$ cat src/rtl/xlate_pkg.sv
package xlate_pkg;
  typedef enum logic [1:0] {
    ST_IDLE = 2'd0,
    ST_WALK = 2'd1,
    ST_DONE = 2'd2
  } walk_state_t;
endpackage

$ cat src/rtl/xlate_tag_array.sv
module xlate_tag_array #(
  parameter int ENTRIES = 8,
  parameter int PAGE_W  = 20,
  parameter int FR_W    = 20,
  parameter int IDX_W   = $clog2(ENTRIES)
) (
  input  logic               clk,
  input  logic               rst,
  input  logic [PAGE_W-1:0]  lk_page,
  output logic               hit,
  output logic [FR_W-1:0]    hit_frame,
  input  logic               ins_en,
  input  logic [IDX_W-1:0]   ins_idx,
  input  logic [PAGE_W-1:0]  ins_page,
  input  logic [FR_W-1:0]    ins_frame,
  input  logic               flush_en,
  input  logic               pin_en,
  input  logic [IDX_W-1:0]   pin_idx,
  input  logic               pin_val,
  output logic [ENTRIES-1:0] valid_o,
  output logic [ENTRIES-1:0] pinned_o
);
  logic [PAGE_W-1:0]  tag_q   [ENTRIES];
  logic [FR_W-1:0]    frame_q [ENTRIES];
  logic [ENTRIES-1:0] valid_q;
  logic [ENTRIES-1:0] pinned_q;
  logic [ENTRIES-1:0] match;

  // parallel tag comparators
  for (genvar g = 0; g < ENTRIES; g++) begin : g_cmp
    assign match[g] = valid_q[g] && (tag_q[g] == lk_page);
  end

  always_comb begin
    hit       = 1'b0;
    hit_frame = '0;
    for (int i = 0; i < ENTRIES; i++) begin
      if (match[i]) begin
        hit       = 1'b1;
        hit_frame = hit_frame | frame_q[i];
      end
    end
  end

  always_ff @(posedge clk) begin
    if (rst) begin
      valid_q  <= '0;
      pinned_q <= '0;
    end else begin
      if (flush_en) begin
        valid_q <= valid_q & pinned_q;
      end else if (ins_en) begin
        valid_q[ins_idx] <= 1'b1;
      end
      if (pin_en) begin
        pinned_q[pin_idx] <= pin_val;
      end
    end
  end

  // payload storage carries no reset
  always_ff @(posedge clk) begin
    if (ins_en && !flush_en) begin
      tag_q[ins_idx]   <= ins_page;
      frame_q[ins_idx] <= ins_frame;
    end
  end

  assign valid_o  = valid_q;
  assign pinned_o = pinned_q;
endmodule

$ cat src/rtl/xlate_victim_sel.sv
module xlate_victim_sel #(
  parameter int ENTRIES = 8,
  parameter int IDX_W   = $clog2(ENTRIES)
) (
  input  logic [ENTRIES-1:0] pinned,
  input  logic [IDX_W-1:0]   ptr,
  output logic [IDX_W-1:0]   victim,
  output logic               found
);
  // first unpinned entry at or after ptr, circular
  always_comb begin
    victim = ptr;
    found  = 1'b0;
    for (int k = ENTRIES - 1; k >= 0; k--) begin
      int idx;
      idx = int'(ptr) + k;
      if (idx >= ENTRIES) idx = idx - ENTRIES;
      if (!pinned[idx]) begin
        victim = IDX_W'(idx);
        found  = 1'b1;
      end
    end
  end
endmodule

$ cat src/rtl/addr_xlate_unit.sv
module addr_xlate_unit #(
  parameter int ENTRIES  = 8,
  parameter int LA_W     = 32,
  parameter int OFF_W    = 12,
  parameter int FR_W     = 20,
  parameter int MEM_AW   = 32,
  parameter int MEM_DW   = 32,
  parameter logic [MEM_AW-1:0] BASE_RST = '0,
  localparam int IDX_W   = $clog2(ENTRIES),
  localparam int PAGE_W  = LA_W - OFF_W,
  localparam int PA_W    = FR_W + OFF_W
) (
  input  logic              clk,
  input  logic              rst,
  input  logic              req_valid,
  input  logic [LA_W-1:0]   req_laddr,
  output logic              req_ready,
  output logic              rsp_valid,
  output logic [PA_W-1:0]   rsp_paddr,
  output logic              rsp_hit,
  output logic              mem_rd_en,
  output logic [MEM_AW-1:0] mem_rd_addr,
  input  logic              mem_rd_valid,
  input  logic [MEM_DW-1:0] mem_rd_data,
  input  logic              base_wr_en,
  input  logic [MEM_AW-1:0] base_wr_data,
  input  logic              wire_wr_en,
  input  logic [IDX_W-1:0]  wire_wr_idx,
  input  logic              wire_wr_val
);
  import xlate_pkg::*;

  walk_state_t        state_q;
  logic [MEM_AW-1:0]  base_q;
  logic [FR_W-1:0]    walk_frame_q;
  logic [IDX_W-1:0]   rr_ptr_q;
  logic               rd_en_q;
  logic [MEM_AW-1:0]  rd_addr_q;

  logic [PAGE_W-1:0]  page;
  logic [OFF_W-1:0]   offset;
  logic               hit;
  logic [FR_W-1:0]    hit_frame;
  logic [FR_W-1:0]    fill_frame;
  logic [IDX_W-1:0]   victim;
  logic               victim_ok;
  logic               accept_hit;
  logic               start_walk;
  logic               fill;
  logic               ins_en;
  logic [ENTRIES-1:0] valid_vec;
  logic [ENTRIES-1:0] pinned_vec;

  assign page       = req_laddr[LA_W-1:OFF_W];
  assign offset     = req_laddr[OFF_W-1:0];
  assign fill_frame = FR_W'(mem_rd_data);

  assign accept_hit = (state_q == ST_IDLE) && req_valid && hit;
  assign start_walk = (state_q == ST_IDLE) && req_valid && !hit;
  assign fill       = (state_q == ST_WALK) && mem_rd_valid;
  assign ins_en     = fill && victim_ok;

  xlate_tag_array #(
    .ENTRIES(ENTRIES), .PAGE_W(PAGE_W), .FR_W(FR_W), .IDX_W(IDX_W)
  ) u_tags (
    .clk      (clk),
    .rst      (rst),
    .lk_page  (page),
    .hit      (hit),
    .hit_frame(hit_frame),
    .ins_en   (ins_en),
    .ins_idx  (victim),
    .ins_page (page),
    .ins_frame(fill_frame),
    .flush_en (base_wr_en),
    .pin_en   (wire_wr_en),
    .pin_idx  (wire_wr_idx),
    .pin_val  (wire_wr_val),
    .valid_o  (valid_vec),
    .pinned_o (pinned_vec)
  );

  xlate_victim_sel #(
    .ENTRIES(ENTRIES), .IDX_W(IDX_W)
  ) u_victim (
    .pinned(pinned_vec),
    .ptr   (rr_ptr_q),
    .victim(victim),
    .found (victim_ok)
  );

  always_ff @(posedge clk) begin
    if (rst) begin
      state_q      <= ST_IDLE;
      base_q       <= BASE_RST;
      walk_frame_q <= '0;
      rr_ptr_q     <= '0;
      rd_en_q      <= 1'b0;
      rd_addr_q    <= '0;
    end else begin
      rd_en_q <= 1'b0;
      if (base_wr_en) base_q <= base_wr_data;
      unique case (state_q)
        ST_IDLE: begin
          if (start_walk) begin
            rd_en_q   <= 1'b1;
            rd_addr_q <= base_q + MEM_AW'(page);
            state_q   <= ST_WALK;
          end
        end
        ST_WALK: begin
          if (fill) begin
            walk_frame_q <= fill_frame;
            state_q      <= ST_DONE;
            if (victim_ok) begin
              rr_ptr_q <= (int'(victim) == ENTRIES - 1) ? '0 : victim + 1'b1;
            end
          end
        end
        default: state_q <= ST_IDLE;
      endcase
    end
  end

  assign req_ready   = accept_hit || (state_q == ST_DONE);
  assign rsp_valid   = req_ready;
  assign rsp_hit     = accept_hit;
  assign rsp_paddr   = {(state_q == ST_DONE) ? walk_frame_q : hit_frame, offset};
  assign mem_rd_en   = rd_en_q;
  assign mem_rd_addr = rd_addr_q;
endmodule

$ cat config.mk
export PLATFORM = sky130hd
export DESIGN_NAME = addr_xlate_unit
export DESIGN_NICKNAME = d
export VERILOG_FILES = /design/src/rtl/xlate_pkg.sv /design/src/rtl/xlate_tag_array.sv /design/src/rtl/xlate_victim_sel.sv /design/src/rtl/addr_xlate_unit.sv
export SDC_FILE = /design/constraint.sdc
export NUM_CORES = 1
export LEC_CHECK = 0
export BUFFER_PORTS_ARGS = -buffer_cell sky130_fd_sc_hd__buf_2
export CORE_MARGIN = 5
export CORE_UTILIZATION = 56
export CTS_CLUSTER_DIAMETER = 60
export DETAILED_ROUTE_END_ITERATION = 16
export GPL_TIMING_DRIVEN = 0
export PLACE_DENSITY = 0.85
export SYNTH_ARGS = -nofsm -noshare
export SYNTH_HDL_FRONTEND = slang
export SYNTH_HIERARCHICAL = 1
export SYNTH_SLANG_ARGS = --single-unit
$ cat constraint.sdc
create_clock -name clk -period 7.7 [get_ports clk]
set_input_delay 1.54 -clock clk [delete_from_list [all_inputs] [get_ports clk]]
set_output_delay 1.54 -clock clk [all_outputs]
set_load 0.01 [all_outputs]
==> results.py, run 1 <==
metrics = {
    "timing": {
        "clock.fmax_ghz": 0.166,
        "slew_viol_final": 0,
        "skew_ps": 31.6,
        "relSlewSlack": 0.230,
        "setup_viol": 0,
        "finalHoldViolCount": 0,
        "rsz0062_at_grt": "false",
        "finalSetupTns_ps": 0,
        "finalCritPeriodShare": 0.783,
        "finalCriticalPeriod_ps": 6030,
        "worst_slew_pin_slew_ps": 1140,
    },
    "yosys": {
        "synth_top_family_by_area": "simple AND/OR/NAND/NOR gates",
        "syn_area_um2": 19500,
        "synth_flop_cell": "edfxtp_1",
        "seq_area_frac_synth": 0.601,
        "syn-num-nets": 1665,
        "yosys.area_share.simple": 0.123,
        "synth-xor-area-share": 0.0853,
        "synth-edff-count": 320,
        "ys_types": 83,
        "syn_inst": 1534,
        "ys_warn_count": 6,
        "synthMuxAreaShare": 0.0559,
        "syn_area_per_cell_um2": 12.7,
        "synthArstFlopShare": 0,
        "synthAdderAreaFrac": 0.0164,
        "synth_seq_cells": 426,
        "synth_compound_area_frac": 0.0753,
    },
    "critical_path": {
        "endpoint_kind": "output port",
        "cpMaxStageDelayCell": "nor4_1",
        "slowest_delay_ps": 980,
        "crit_chain": "buf_2 -> buf_6 -> xnor2_1 -> nand4_1 -> nor4_1 -> buf_2 -> a31oi_1 -> nand4b_1 -> mux2_2 -> buf_2",
        "required_ps": 6160,
        "cpMostUsedCell": "buf_2",
        "start_kind": "input pin",
        "worstSetupPathType": "in -> out",
        "crit_arrival_ps": 4490,
        "crit_fanout": 11,
    },
    "floorplan": {
        "fp.dieArea_um2": 38700,
        "rows": 68,
        "pin_count": 174,
        "coreArea_um2": 34500,
        "die_w_um": 197,
        "dieHeight_um": 197,
        "start_util": 0.566,
    },
    "clocking": {
        "cts_buffers": 44,
        "cts-root-buf": "clkbuf_16",
        "hold_buffers": 0,
        "clk_pin_slew_ps": 60,
        "cts-htree-levels": 2,
        "cts_tree": "done",
        "clk_path_buf_depth": 3,
        "cts.repair.resized": 0,
        "cts_setup_buffers": 0,
        "cts_sinks": 426,
        "worstSkewPairLatency_ps": 570,
    },
    "routing": {
        "detail-route-antenna-nets": 0,
        "vias": 14000,
        "drtPass1Iterations": 6,
        "routedWlPerCell_um": 23.9,
        "drcViolationCount": 0,
        "drt_iter0_drc": 1684,
        "routed_wl_um": 53200,
        "avgViaCountPerCell": 6.27,
    },
    "grt": {
        "grt_pass1_vias": 14100,
        "grt_pass1_wl_um": 80800,
        "overflow": 0,
        "grt_max_degree": 41,
        "grt_util_all_layers": 0.269,
        "grt_antenna_before_repair": 3,
    },
    "cells_and_area": {
        "fin_area_um2": 22400,
        "fin_nets": 1865,
        "syn2layout_area_growth_pct": 14.9,
        "layout-drive-gt1-share": 0.210,
    },
    "worst_hold_path": {
        "hp-class": "reg -> reg",
    },
    "pwr": {
        "vdd_drop_max_mv": 0.216,
        "p_per_area_nw_per_um2": 225,
        "leakagePower_nw": 8.16,
    },
    "flow_run": {
        "max-cap-violations": 0,
    },
    "placed_design": {
        "place_area_um2": 21000,
        "port_buffers": 147,
        "place_congestion": 0.888,
        "place.detailed.hpwl_um": 34800,
    },
    "run_status": {
        "status": "complete, no violations",
    },
}
-- where the power goes --
part	switching, mW	internal (mW)
clock network	0.884	1.22
logic	0.248	0.150
registers	0.0257	2.50
-- cells by family (layout without fill, tap and decap cells) --
group	Yosys count	after routing
buffers and inverters	139	375
other	0	3
flip-flops	426	426
multiplexers	85	85
AND/OR/NAND/NOR	459	459
adder cells (fa/ha/maj)	25	25
AO/OA/AOI/OAI	216	216
XOR/XNOR	184	184
-- per-layer routing --
layer	vias up	GRT usage	wire (µm)
met2	878	0.453	26000
met5	-	0	0
met1	6787	0.350	19700
met3	161	0.0431	5330
li1	6138	-	-
met4	0	0.112	2230
-- cell usage in the layout, fill, tap and decap left out, drive strengths merged, types with 17 or more instances in the layout --
master   Yosys  final
nor4        21     21
buf         75    229
a211oi      17     17
edfxtp     320    320
o2111ai     22     22
mux2i       48     48
dfxtp      106    106
ha          24     24
nand4       69     69
xnor2      121    121
clkbuf      33     91
a31oi       26     26
nand3       75     75
a21oi       72     72
nor2        77     77
nand4b      22     22
nand2      124    124
mux2        23     23
xor2        63     63
clkinv       2     18
and3        32     32
inv         28     33
o21ai       26     26
-- cells in the mapped netlist (all sizes together), types with 6 or more instances --
cell     count  share of area
xor2        63          0.028
a31oi       26         0.0083
o21ai       26         0.0069
edfxtp     320           0.49
clkbuf      33         0.0073
nor2        77          0.015
nand3       75          0.019
mux4        14          0.017
nand2      124          0.024
buf         75          0.029
a21oi       72          0.019
nand2b       6         0.0023
inv         28         0.0054
xnor2      121          0.057
dfxtp      106           0.11
nand3b       6         0.0023
a211oi      17         0.0071
nand4b      22         0.0099
ha          24          0.015
nor3         9         0.0028
nor4        21         0.0090
mux2        23          0.013
mux2i       48          0.025
o2111ai     22         0.0099
a21o        10         0.0039
and3        32          0.011
nand4       69          0.022
-- cell type report --
cell class / count / area (µm²)
Buffer: 109 / 718
Clock inverter: 24 / 225
Antenna cell: 3 / 7.51
Clock buffer: 58 / 1210
Tap cell: 455 / 569
Inverter: 30 / 113
Fill cell: 2374 / 12000
Timing Repair Buffer: 154 / 891
Multi-Input combinational cell: 969 / 6950
Sequential cell: 426 / 11700
-- stage by stage --
step | util | hold slack, ps | setup WS (ps) | total power, mW | instances
6_report | 0.651 | 452 | 1670 | 5.03 | 2228
5_1_grt | 0.651 | 470 | 1590 | 5.18 | 2227
4_1_cts | 0.650 | 451 | 1800 | 5.04 | 2225
3_5_place_dp | 0.609 | 443 | 1800 | 2.96 | 2143
3_3_place_gp | 0.604 | 439 | 1870 | 2.95 | 2136
2_1_floorplan | - | 434 | 3090 | 2.81 | 1534
-- state kept, by name, summed over array words and instances, names as in the netlist --
name             flops
u_tags/pinned_o      8
u_tags/tag_q       160
mem_rd_addr         32
state_q              2
mem_rd_en            1
u_tags/frame_q     160
rr_ptr_q             3
base_q              32
u_tags/valid_o       8
walk_frame_q        20
-- path summary, 6_finish.rpt --
kind	startpoint	endpoint	slack, ps	depth (start not counted)
max	req_laddr[13]	rsp_paddr[15]	1670	10
min	mem_rd_addr[4]	mem_rd_addr[4]	450	2
max reg2reg	rr_ptr_q[0]	u_tags/tag_q[7][17]	3030	13
min reg2reg	mem_rd_addr[4]	mem_rd_addr[4]	450	2
-- critical path, delay by kind of cell --
kind	cells	cell delay, ps
XOR/XNOR	1	160
buffers and inverters	4	1140
AO/OA/AOI/OAI	1	180
AND/OR/NAND/NOR	3	1280
multiplexers	1	180
Note: power is estimated with default switching activity, not from simulation.
==> run 2: changes to the inputs <==
Settings changed: CORE_UTILIZATION 56 to 54.
Clock period 7.7 ns to 5.19 ns, I/O delays scaled along.
==> results.py, run 2 (synthesis results as in run 1) <==
metrics = {
    "routing": {
        "routed_wl_um": 52900,
        "vias": 13900,
        "avgViaCountPerCell": 6.25,
        "drcViolationCount": 0,
        "drtPass1Iterations": 5,
        "drt_iter0_drc": 1689,
        "detail-route-antenna-nets": 0,
        "routedWlPerCell_um": 23.7,
    },
    "pwr": {
        "vdd_drop_max_mv": 0.290,
        "power_mw": 7.42,
        "p_per_area_nw_per_um2": 332,
        "leakagePower_nw": 8.11,
    },
    "clocking": {
        "clk_pin_slew_ps": 60,
        "cts-root-buf": "clkbuf_16",
        "cts_tree": "done",
        "cts.repair.resized": 0,
        "hold_buffers": 0,
        "cts_buffers": 43,
        "cts-htree-levels": 2,
        "worstSkewPairLatency_ps": 550,
        "cts_sinks": 426,
        "clk_path_buf_depth": 3,
        "cts_setup_buffers": 0,
    },
    "grt": {
        "grt_max_degree": 41,
        "grt_util_all_layers": 0.257,
        "grt_pass1_vias": 13800,
        "grt_antenna_before_repair": 2,
        "grt_pass1_wl_um": 78600,
        "overflow": 0,
    },
    "placed_design": {
        "pre_cts_ws_ps": 231,
        "place_congestion": 0.882,
        "dp_cells": 2147,
        "place.detailed.hpwl_um": 35500,
        "place_area_um2": 20900,
        "port_buffers": 147,
    },
    "timing": {
        "finalHoldViolCount": 0,
        "skew_ps": 20.8,
        "finalCriticalPeriod_ps": 5070,
        "clock.fmax_ghz": 0.197,
        "finalCritPeriodShare": 0.977,
        "rsz0062_at_grt": "false",
        "finalSetupTns_ps": 0,
        "worst_slew_pin_slew_ps": 1290,
        "relSlewSlack": 0.135,
        "slew_viol_final": 0,
        "setup_viol": 0,
        "fin_ws_ps": 120,
    },
    "cells_and_area": {
        "final_cells": 2229,
        "fin_area_um2": 22300,
        "syn2layout_area_growth_pct": 14.4,
        "layout-drive-gt1-share": 0.206,
        "largestRegisters": "u_tags/frame_q: 160 flops, u_tags/tag_q: 160 flops",
        "final_common_cell": "edfxtp_1",
        "final_cell_mix": "edfxtp_1, buf_2, nand2_1, xnor2_1, dfxtp_1",
        "fin_nets": 1862,
    },
    "floorplan": {
        "coreArea_um2": 35700,
        "start_util": 0.547,
        "pin_count": 174,
        "rows": 69,
        "dieHeight_um": 200,
        "fp.dieArea_um2": 40000,
        "die_w_um": 200,
    },
    "run_status": {
        "status": "complete, no violations",
    },
    "critical_path": {
        "reg2reg_depth": 12,
        "endpoint_kind": "output port",
        "start_kind": "input pin",
        "crit_arrival_ps": 4030,
        "crit_fanout": 10,
        "worstSetupPathType": "in -> out",
        "required_ps": 4150,
    },
    "flow_run": {
        "max-cap-violations": 0,
    },
    "worst_hold_path": {
        "min_path_cells": 2,
        "hp-class": "reg -> reg",
    },
}
run 2: area by class of cell:
type                       count  area, µm²
clock buffer                  62       1190
clock inverter                18        201
sequential                   426      11700
multi-input combinational    969       6950
tap                          461        577
inverter                      30        113
fill                        2607      13300
timing repair buffer         152        843
buffer                       109        718
antenna                        2       5.00
run 2: final timing paths:
kind	to	slack, ps	startpoint
max	rsp_paddr[31]	120	req_laddr[30]
min	walk_frame_q[10]	450	walk_frame_q[10]
max reg2reg	u_tags/frame_q[4][8]	390	rr_ptr_q[0]
min reg2reg	walk_frame_q[10]	450	walk_frame_q[10]
run 2: power by group:
part           switching (mW)  internal (mW)  leakage [nW]
logic                   0.364          0.223          3.69
clock network            1.28           1.80         0.676
registers              0.0393           3.71          3.75
run 2: stage by stage:
step | util | hold slack, ps
floorplan | - | 434
global placement | 0.584 | 439
detailed placement | 0.587 | 444
CTS | 0.626 | 452
global route | 0.626 | 472
finish | 0.626 | 450
run 2: layer usage:
metal,track usage,routed length (µm),vias up
met5,0,0,-
met4,0.0951,1940,0
met3,0.0428,4790,134
met2,0.424,25800,776
met1,0.347,20300,6882
li1,-,-,6137
run 2: critical path: stages:
cell,delay [ps]
buf_2,280
buf_4,310
xnor2_1,150
nand4_1,100
nor4_1,1070
buf_2,450
a31oi_1,130
nand4b_1,130
mux2_2,220
buf_2,150
==> run 3: changes to the inputs <==
Settings changed: CORE_ASPECT_RATIO from default to 0.75, CORE_UTILIZATION 54 to 56.
Clock period 5.19 ns to 5.5 ns, I/O delays scaled along.
==> results.py, run 3 (synthesis results as in run 1) <==
metrics = {
    "run_status": {
        "status": "complete, no violations",
    },
    "critical_path": {
        "cpMaxStageDelayCell": "nor4_2",
        "worstSetupPathType": "in -> out",
        "crit_arrival_ps": 3960,
        "crit_chain": "buf_2 -> buf_4 -> xnor2_1 -> nand4_1 -> nor4_2 -> buf_2 -> a221oi_1 -> o2111ai_1 -> nand3_1 -> nand2_1 -> buf_4 -> buf_2",
        "start_kind": "input pin",
        "path_buf_inv": 5,
        "endpoint_kind": "output port",
        "cp_top_family": "buffers and inverters",
        "required_ps": 4400,
        "cpMostUsedCell": "buf_2",
        "slowest_delay_ps": 560,
        "crit_fanout": 10,
    },
    "clocking": {
        "cts-htree-levels": 2,
        "cts_buffers": 42,
        "hold_buffers": 0,
        "cts_sinks": 426,
        "clk_path_buf_depth": 3,
        "clk_pin_slew_ps": 60,
        "cts_setup_buffers": 0,
        "cts-root-buf": "clkbuf_16",
        "cts.repair.resized": 0,
        "worstSkewPairLatency_ps": 560,
        "cts_tree": "done",
    },
    "grt": {
        "grt_util_met3": 0.0795,
        "overflow": 0,
        "grt_util_all_layers": 0.274,
        "grt_use_met2": 0.422,
        "grt_max_degree": 36,
        "grt-busiest-layer": "met2",
        "grt_antenna_before_repair": 1,
        "grt_pass1_vias": 13900,
        "grtUsageMet1": 0.382,
        "grt_pass1_wl_um": 81500,
    },
    "cells_and_area": {
        "fin_nets": 1864,
        "final_cell_mix": "edfxtp_1, buf_2, nand2_1, xnor2_1, dfxtp_1",
        "largestRegisters": "u_tags/frame_q: 160 flops, u_tags/tag_q: 160 flops",
        "final_common_cell": "edfxtp_1",
        "syn2layout_area_growth_pct": 14.8,
        "layout-drive-gt1-share": 0.209,
        "fillCellCount": 2414,
    },
    "timing": {
        "worst_slew_pin_slew_ps": 1070,
        "finalHoldViolCount": 0,
        "relSlewSlack": 0.283,
        "rsz0062_at_grt": "false",
        "hold_ws_ps": 451,
        "clock.fmax_ghz": 0.198,
        "finalCriticalPeriod_ps": 5060,
        "setup_viol": 0,
        "finalCritPeriodShare": 0.921,
        "slew_viol_final": 0,
        "skew_ps": 30.3,
        "fin_ws_ps": 437,
        "finalSetupTns_ps": 0,
    },
    "placed_design": {
        "place.detailed.hpwl_um": 36000,
        "pre_cts_ws_ps": 552,
        "port_buffers": 147,
        "place_congestion": 0.928,
    },
    "routing": {
        "drcViolationCount": 0,
        "avgViaCountPerCell": 6.42,
        "routed_wl_um": 54600,
        "drt_iter0_drc": 1982,
        "detail-route-antenna-nets": 0,
        "drtPass1Iterations": 9,
        "routedWlPerCell_um": 24.5,
        "vias": 14300,
    },
    "floorplan": {
        "rows": 59,
        "die_w_um": 226,
        "pin_count": 174,
        "start_util": 0.565,
        "coreArea_um2": 34500,
        "dieHeight_um": 172,
        "fp.dieArea_um2": 38700,
    },
    "pwr": {
        "p_per_area_nw_per_um2": 315,
        "power_mw": 7.05,
        "leakagePower_nw": 8.14,
        "vdd_drop_max_mv": 0.238,
    },
    "flow_run": {
        "max-cap-violations": 0,
    },
    "worst_hold_path": {
        "hp-class": "reg -> reg",
    },
}
[run 3: final timing paths]
kind                        start                  end  slack [ps]  depth (start not counted)
hold reg to reg   walk_frame_q[2]      walk_frame_q[2]         450                          2
setup / recovery    req_laddr[30]            rsp_valid         440                         12
hold / removal    walk_frame_q[2]      walk_frame_q[2]         450                          2
setup reg to reg      rr_ptr_q[0]  u_tags/tag_q[6][18]         690                         13
[run 3: stage by stage]
step                area, µm²  cells   util
floorplan               19500   1534      -
global placement        20800   2138  0.603
detailed placement      21000   2146  0.607
CTS                     22400   2224  0.648
global route            22400   2225  0.648
finish                  22400   2225  0.648
[run 3: cell type report]
cell class	count	area [µm²]	area share
buffer	109	718	0.0321
tap	457	572	0.0255
sequential	426	11700	0.524
clock inverter	16	193	0.00860
inverter	30	113	0.00503
timing repair buffer	155	903	0.0403
clock buffer	62	1220	0.0545
antenna	1	2.50	0.000112
multi-input combinational	969	6950	0.310
[run 3: tightest hold or removal path, stage by stage, from the launching register on]
cell     delay, ps
dfxtp_1        310
nand2_1         50
a21oi_1         50
[run 3: layer usage]
metal  wire [µm]  up-vias
met5           0        -
met4        1710        0
met3        7760      140
met2       24400     1109
met1       20700     6906
li1            -     6125
[run 3: power breakdown]
group          switching [mW]  internal [mW]  leakage [nW]
clock                    1.22           1.74         0.689
sequential             0.0377           3.50          3.75
combinational           0.348          0.210          3.71
total                    1.60           5.45          8.14
